File: src/rtl/ffc_pkg.sv
// Package: shared addresses, bit positions and the configuration record
// for the flash fault controller. Assumes an 8-bit register port.
package ffc_pkg;
    localparam int NUM_FLT   = 2;
    localparam int FLT_SGL   = 0;
    localparam int FLT_DBL   = 1;
    localparam int ADR_CFG   = 0;
    localparam int ADR_ENA   = 1;
    localparam int ADR_STAT  = 2;
    localparam int CB_CCE    = 7;
    localparam int CB_IGN    = 4;
    localparam int CB_FDBL   = 1;
    localparam int CB_FSGL   = 0;

    typedef struct packed {
        logic cce;
        logic ign;
        logic frc_dbl;
        logic frc_sgl;
    } cfg_t;
endpackage

File: src/rtl/ffc_cfg_regs.sv
// Module: holds the configuration and error-enable registers.
// Assumes writes are single-cycle strobes; reserved bits are not stored.
module ffc_cfg_regs
    import ffc_pkg::*;
#(
    parameter int DATA_W = 8,
    parameter int ADDR_W = 2
) (
    input  logic               clk,
    input  logic               rst_n,
    input  logic               wr_en,
    input  logic [ADDR_W-1:0]  wr_addr,
    input  logic [DATA_W-1:0]  wr_data,
    output cfg_t               cfg,
    output logic [NUM_FLT-1:0] flt_en
);
    logic wr_cfg;
    logic wr_ena;

    // Decode which register this write targets.
    always_comb begin
        wr_cfg = wr_en && (wr_addr == ADDR_W'(ADR_CFG));
        wr_ena = wr_en && (wr_addr == ADDR_W'(ADR_ENA));
    end

    // Configuration register update.
    always_ff @(posedge clk) begin
        if (!rst_n) begin
            cfg <= '0;
        end else if (wr_cfg) begin
            cfg.cce     <= wr_data[CB_CCE];
            cfg.ign     <= wr_data[CB_IGN];
            cfg.frc_dbl <= wr_data[CB_FDBL];
            cfg.frc_sgl <= wr_data[CB_FSGL];
        end
    end

    // Error-enable register update.
    always_ff @(posedge clk) begin
        if (!rst_n) flt_en <= '0;
        else if (wr_ena) flt_en <= wr_data[NUM_FLT-1:0];
    end


    force_hold_chk: assert property (@(posedge clk) disable iff (!rst_n)
        (cfg.frc_dbl && !wr_cfg) |=> cfg.frc_dbl);

    force_s_hold_chk: assert property (@(posedge clk) disable iff (!rst_n)
        (cfg.frc_sgl && !wr_cfg) |=> cfg.frc_sgl);
endmodule

File: src/rtl/ffc_flag_bank.sv
// Module: a bank of sticky fault flags, one per fault type.
// Assumes set and clear requests are single-cycle; set has priority.
module ffc_flag_bank #(
    parameter int N = 2
) (
    input  logic         clk,
    input  logic         rst_n,
    input  logic [N-1:0] set_i,
    input  logic [N-1:0] clr_i,
    output logic [N-1:0] flag_q
);
    for (genvar i = 0; i < N; i++) begin : g_flag
        // One sticky flag: set wins over write-one-to-clear.
        always_ff @(posedge clk) begin
            if (!rst_n)        flag_q[i] <= 1'b0;
            else if (set_i[i]) flag_q[i] <= 1'b1;
            else if (clr_i[i]) flag_q[i] <= 1'b0;
        end


        set_wins_chk: assert property (@(posedge clk) disable iff (!rst_n)
            set_i[i] |=> flag_q[i]);

        keep_on_w0_chk: assert property (@(posedge clk) disable iff (!rst_n)
            (flag_q[i] && !clr_i[i]) |=> flag_q[i]);

        w1c_chk: assert property (@(posedge clk) disable iff (!rst_n)
            (clr_i[i] && !set_i[i]) |=> !flag_q[i]);
    end
endmodule

File: src/rtl/ffc_irq_gate.sv
// Module: gates each flag with its enable to form level interrupt requests.
// Assumes inputs are registered state or a level from the sequencer.
module ffc_irq_gate #(
    parameter int N = 2
) (
    input  logic [N-1:0] flag,
    input  logic [N-1:0] en,
    input  logic         cce,
    input  logic         cmd_flag,
    output logic [N-1:0] irq_flt,
    output logic         irq_cmd
);
    for (genvar i = 0; i < N; i++) begin : g_gate
        // One fault request line.
        always_comb irq_flt[i] = flag[i] & en[i];
    end

    // Command-complete request line.
    always_comb irq_cmd = cce & cmd_flag;
endmodule

File: src/rtl/flash_fault_ctrl.sv
// Module: top of the flash fault controller. It turns array-read events
// into flag sets, decodes status writes into clears and muxes register reads.
// Assumes one array read per cycle at most and an 8-bit data port.
module flash_fault_ctrl
    import ffc_pkg::*;
#(
    parameter int DATA_W = 8,
    parameter int ADDR_W = 2
) (
    input  logic              clk,
    input  logic              rst_n,
    input  logic [ADDR_W-1:0] reg_addr,
    input  logic              reg_wr,
    input  logic [DATA_W-1:0] reg_wdata,
    output logic [DATA_W-1:0] reg_rdata,
    input  logic              arr_rd,
    input  logic              ecc_sgl,
    input  logic              ecc_dbl,
    input  logic              cmd_done,
    output logic              irq_cmd,
    output logic              irq_sgl,
    output logic              irq_dbl
);
    cfg_t               cfg;
    logic [NUM_FLT-1:0] flt_en;
    logic [NUM_FLT-1:0] flag_set;
    logic [NUM_FLT-1:0] flag_clr;
    logic [NUM_FLT-1:0] flags;
    logic [NUM_FLT-1:0] irq_flt;

    ffc_cfg_regs #(.DATA_W(DATA_W), .ADDR_W(ADDR_W)) u_cfg (
        .clk(clk), .rst_n(rst_n), .wr_en(reg_wr), .wr_addr(reg_addr),
        .wr_data(reg_wdata), .cfg(cfg), .flt_en(flt_en)
    );

    // Form flag set requests from the read event, ECC results and injection.
    always_comb begin
        flag_set[FLT_SGL] = arr_rd && ((ecc_sgl && !cfg.ign) || cfg.frc_sgl);
        flag_set[FLT_DBL] = arr_rd && (ecc_dbl || cfg.frc_dbl);
    end

    // Decode write-one-to-clear requests on the status register.
    always_comb begin
        flag_clr = '0;
        if (reg_wr && reg_addr == ADDR_W'(ADR_STAT))
            flag_clr = reg_wdata[NUM_FLT-1:0];
    end

    ffc_flag_bank #(.N(NUM_FLT)) u_flags (
        .clk(clk), .rst_n(rst_n), .set_i(flag_set), .clr_i(flag_clr),
        .flag_q(flags)
    );

    ffc_irq_gate #(.N(NUM_FLT)) u_irq (
        .flag(flags), .en(flt_en), .cce(cfg.cce), .cmd_flag(cmd_done),
        .irq_flt(irq_flt), .irq_cmd(irq_cmd)
    );

    // Drive the fault request outputs.
    always_comb begin
        irq_sgl = irq_flt[FLT_SGL];
        irq_dbl = irq_flt[FLT_DBL];
    end

    // Read mux; unused and reserved bits return 0.
    always_comb begin
        reg_rdata = '0;
        case (reg_addr)
            ADDR_W'(ADR_CFG): begin
                reg_rdata[CB_CCE]  = cfg.cce;
                reg_rdata[CB_IGN]  = cfg.ign;
                reg_rdata[CB_FDBL] = cfg.frc_dbl;
                reg_rdata[CB_FSGL] = cfg.frc_sgl;
            end
            ADDR_W'(ADR_ENA):  reg_rdata[NUM_FLT-1:0] = flt_en;
            ADDR_W'(ADR_STAT): reg_rdata[NUM_FLT-1:0] = flags;
            default:           reg_rdata = '0;
        endcase
    end


    reserved_zero_chk: assert property (@(posedge clk) disable iff (!rst_n)
        (reg_addr == ADDR_W'(ADR_CFG)) |-> (reg_rdata[6:5] == 2'b00 && reg_rdata[3:2] == 2'b00));

    sgl_set_chk: assert property (@(posedge clk) disable iff (!rst_n)
        (arr_rd && ecc_sgl && !cfg.ign) |=> flags[FLT_SGL]);

    ign_chk: assert property (@(posedge clk) disable iff (!rst_n)
        (!flags[FLT_SGL] && cfg.ign && !cfg.frc_sgl) |=> !flags[FLT_SGL]);

    dbl_set_chk: assert property (@(posedge clk) disable iff (!rst_n)
        (arr_rd && ecc_dbl) |=> flags[FLT_DBL]);

    frc_dbl_chk: assert property (@(posedge clk) disable iff (!rst_n)
        (arr_rd && cfg.frc_dbl) |=> flags[FLT_DBL]);

    frc_sgl_chk: assert property (@(posedge clk) disable iff (!rst_n)
        (arr_rd && cfg.frc_sgl) |=> flags[FLT_SGL]);

    cmd_quiet_chk: assert property (@(posedge clk) disable iff (!rst_n)
        !cmd_done |-> !irq_cmd);

    sgl_drop_chk: assert property (@(posedge clk) disable iff (!rst_n)
        $fell(flags[FLT_SGL]) |-> !irq_sgl);

    dbl_drop_chk: assert property (@(posedge clk) disable iff (!rst_n)
        $fell(flags[FLT_DBL]) |-> !irq_dbl);
endmodule

File: config.mk
export PLATFORM = sky130hd
export DESIGN_NAME = flash_fault_ctrl
export DESIGN_NICKNAME = d
export VERILOG_FILES = /design/src/rtl/ffc_pkg.sv /design/src/rtl/ffc_cfg_regs.sv /design/src/rtl/ffc_flag_bank.sv /design/src/rtl/ffc_irq_gate.sv /design/src/rtl/flash_fault_ctrl.sv
export SDC_FILE = /design/constraint.sdc
export NUM_CORES = 1
export LEC_CHECK = 0
export CAP_MARGIN = 20
export CORE_MARGIN = 2
export CORE_UTILIZATION = 31
export CTS_BUF_LIST = sky130_fd_sc_hd__clkbuf_16
export CTS_CLUSTER_DIAMETER = 30
export DETAILED_ROUTE_END_ITERATION = 12
export PLACE_DENSITY_LB_ADDON = 0.2
export SLEW_MARGIN = 25
export SYNTH_ARGS = -nofsm -noshare
export SYNTH_HDL_FRONTEND = slang
export SYNTH_SLANG_ARGS = --single-unit
File: constraint.sdc
create_clock -name clk -period 0.8 [get_ports clk]
set_input_delay 0.12 -clock clk [delete_from_list [all_inputs] [get_ports clk]]
set_output_delay 0.12 -clock clk [all_outputs]
set_load 0.02 [all_outputs]
==> impl_metrics.py <==
metrics = {
    "cts": {
        "clkSinkCount": 8,
        "cts_tree": "yes",
        "insertion_delay_ns": 0.23,
        "path_clk_slew_ns": 0.03,
        "cts_root_buf": "clkbuf_16",
        "cts_max_path_buffers": 2,
        "cts_made_buffers": 3,
        "cts.htree.levels": 1,
    },
    "synth": {
        "post-synth-top-area-cell": "dfxtp_1",
        "netlist.area_leader.share": 0.3556,
        "synth-seq-cells": 8,
        "synthCells": 57,
        "syn_avg_cell_area_um2": 7.902,
        "syn_area_um2": 450.4,
        "synthDistinctLibCells": 19,
        "yosysSeqAreaShare": 0.3556,
        "synthTopCellsByArea": "dfxtp_1 36%, o21ai_0 11%, nand2_1 8.3%",
        "yosysWarnings": 0,
    },
    "floorplanning": {
        "io_pins": 28,
        "fp.coreArea_mm2": 0.001334,
        "die-area_mm2": 0.001774,
        "start_util": 0.3377,
        "die_w_um": 42.12,
        "die_y_um": 42.12,
        "row_count": 13,
    },
    "critical_path": {
        "crit_required_ns": 0.68,
        "crit_type": "flop to primary output",
        "crit_chain": "mux2i_1, o21ai_2, buf_6",
        "cp_top_family": "flip-flops",
        "critPathBufInv": 1,
        "cp_max_fo": 3,
        "end_kind": "primary output",
        "max_stage_delay_ns": 0.31,
        "crit_slowest_cell": "dfxtp_2",
        "crit_path_start_kind": "flop",
        "critPathArrivalTime_ns": 0.92,
    },
    "finish": {
        "final_cell_mix": "13 x buf_6, 10 x nand2_1, 10 x buf_4",
        "drive_above_1_share": 0.5109,
        "antenna_cells": 0,
        "fin_nets": 111,
        "syn2layout_area_growth_pct": 109.2,
        "final_common_cell": "buf_6",
        "final_util": 0.7064,
    },
    "min_path": {
        "worstHoldPathType": "input pin to flop",
    },
    "placement": {
        "gp_congestion": 0.6922,
        "portBuffers": 19,
        "hpwl_um": 849.7,
    },
    "global_route": {
        "overflow": 0,
        "antenna_found_initial": 0,
        "grt_pass1_wl_um": 2290,
        "track_usage": 0.1809,
        "grt_pass1_vias": 522,
        "grt_start_max_net_pins": 9,
    },
    "route": {
        "initialDrtViolationCount": 3,
        "ant_nets": 0,
        "avgRoutedWirePerCell_um": 14.34,
        "vias": 542,
        "first_pass_iters": 4,
        "vias_per_cell": 5.065,
        "drt-total-wl_um": 1534,
        "drc": 0,
    },
    "sta": {
        "period_share": 1.303,
        "min_period_ns": 1.042,
        "setup_viol": 7,
        "final_max_slew_viol_count": 0,
        "hold_viol": 0,
        "setup_slack_ns": -0.2422,
        "clock_skew_ns": 0.003315,
        "rsz0062_at_grt": "yes",
        "fmax_mhz": 959.5,
    },
    "outcome": {
        "violations": "setup timing",
        "status": "complete, but fails checks",
    },
    "pwr": {
        "total_power_mw": 1.586,
        "p_per_area_mw_per_mm2": 1683,
        "irDropWorstVdd_mv": 1.057,
        "p_leak_nw": 0.4293,
    },
    "job": {
        "maxCapViolCount": 0,
    },
}
-- tightest hold or removal path: cells and delay by family --
kind	cells	cell delay, ns
buf+inv	1	0.15
compound gates	1	0.06
simple gates	1	0.06
-- registers in the layout, summed over array words and instances (netlist names) --
register        cells
u_flags.flag_q      2
u_cfg.cfg           4
u_cfg.flt_en        2
-- cell usage after synthesis --
master	count
nor3b_1	1
nand3_1	7
buf_4	4
and2_1	3
nand3b_1	1
dfxtp_1	8
inv_1	1
buf_2	1
nor3_1	1
mux2i_1	2
a21boi_1	1
o21ai_0	10
conb_1	1
nand2_1	10
nor2b_1	1
nand4b_1	2
buf_6	1
nor3b_4	1
a21oi_1	1
-- where the power goes --
part	internal (mW)	switching [mW]
Clock	0.644	0.196
Combinational	0.178	0.132
Sequential	0.423	0.0126
-- worst paths after layout --
kind                                   startpoint                end  slack, ns  depth (start not counted)
worst max-delay path            u_flags.flag_q[1]       reg_rdata[1]      -0.24                          3
worst min-delay path                 reg_wdata[1]    u_cfg.flt_en[1]       0.20                          3
worst max register to register  u_flags.flag_q[0]  u_flags.flag_q[0]       0.04                          4
worst min register to register  u_flags.flag_q[1]  u_flags.flag_q[1]       0.46                          2
-- logic make-up (layout without fill, tap and decap cells) --
group                  count (synthesis)  after routing  synth area share
and+or+nand+nor                       27             27            0.3417
DFF                                    8              8            0.3555
muxes                                  2              2           0.04445
AOI/OAI and AO/OA                     12             12            0.1389
other                                  1              4          0.008325
buffers and inverters                  7             39            0.1111
-- per-layer routing --
metal	routed length (um)	GRT usage	share of wire	vias to the layer above
met5	0	0	0	-
met4	46	0.1500	0.030	0
met3	75	0.03879	0.049	6
met2	795	0.3188	0.52	25
met1	616	0.1788	0.40	248
li1	-	-	-	263
-- per-stage QoR --
stage          hold slack [ns]  TNS (ns)  instance area [um2]  instances  setup WS, ns
6_report                0.2028    -1.394                942.2        107       -0.2422
2_1_floorplan           0.2504  -0.03353                481.7         60      -0.03353
3_5_place_dp            0.4695    -9.384                709.4         95       -0.9119
3_3_place_gp            0.4486    -9.102                709.4         95       -0.8968
5_1_grt                 0.2216    -1.659                942.2        107       -0.3246
4_1_cts                 0.4575    -1.319                879.6        104       -0.2473
-- repair_timing --
| item | CTS | global route |
|---|---|---|
| endpoints found under the setup margin | 15 | 15 |
| buffers inserted | 5 | 3 |
| hold buffers | 0 | 0 |
| gates cloned | 1 | 0 |
| pin swaps | 4 | 4 |
| gates resized for setup | 66 | 19 |
-- cell type report --
class,instances,area (um2)
Fill cell,104,391.6
Timing Repair Buffer,35,375.4
Clock buffer,3,75.07
Sequential cell,8,168.9
Multi-Input combinational cell,45,300.3
Tap cell,15,18.77
Inverter,1,3.754
Power figures use the tool's default switching activity.
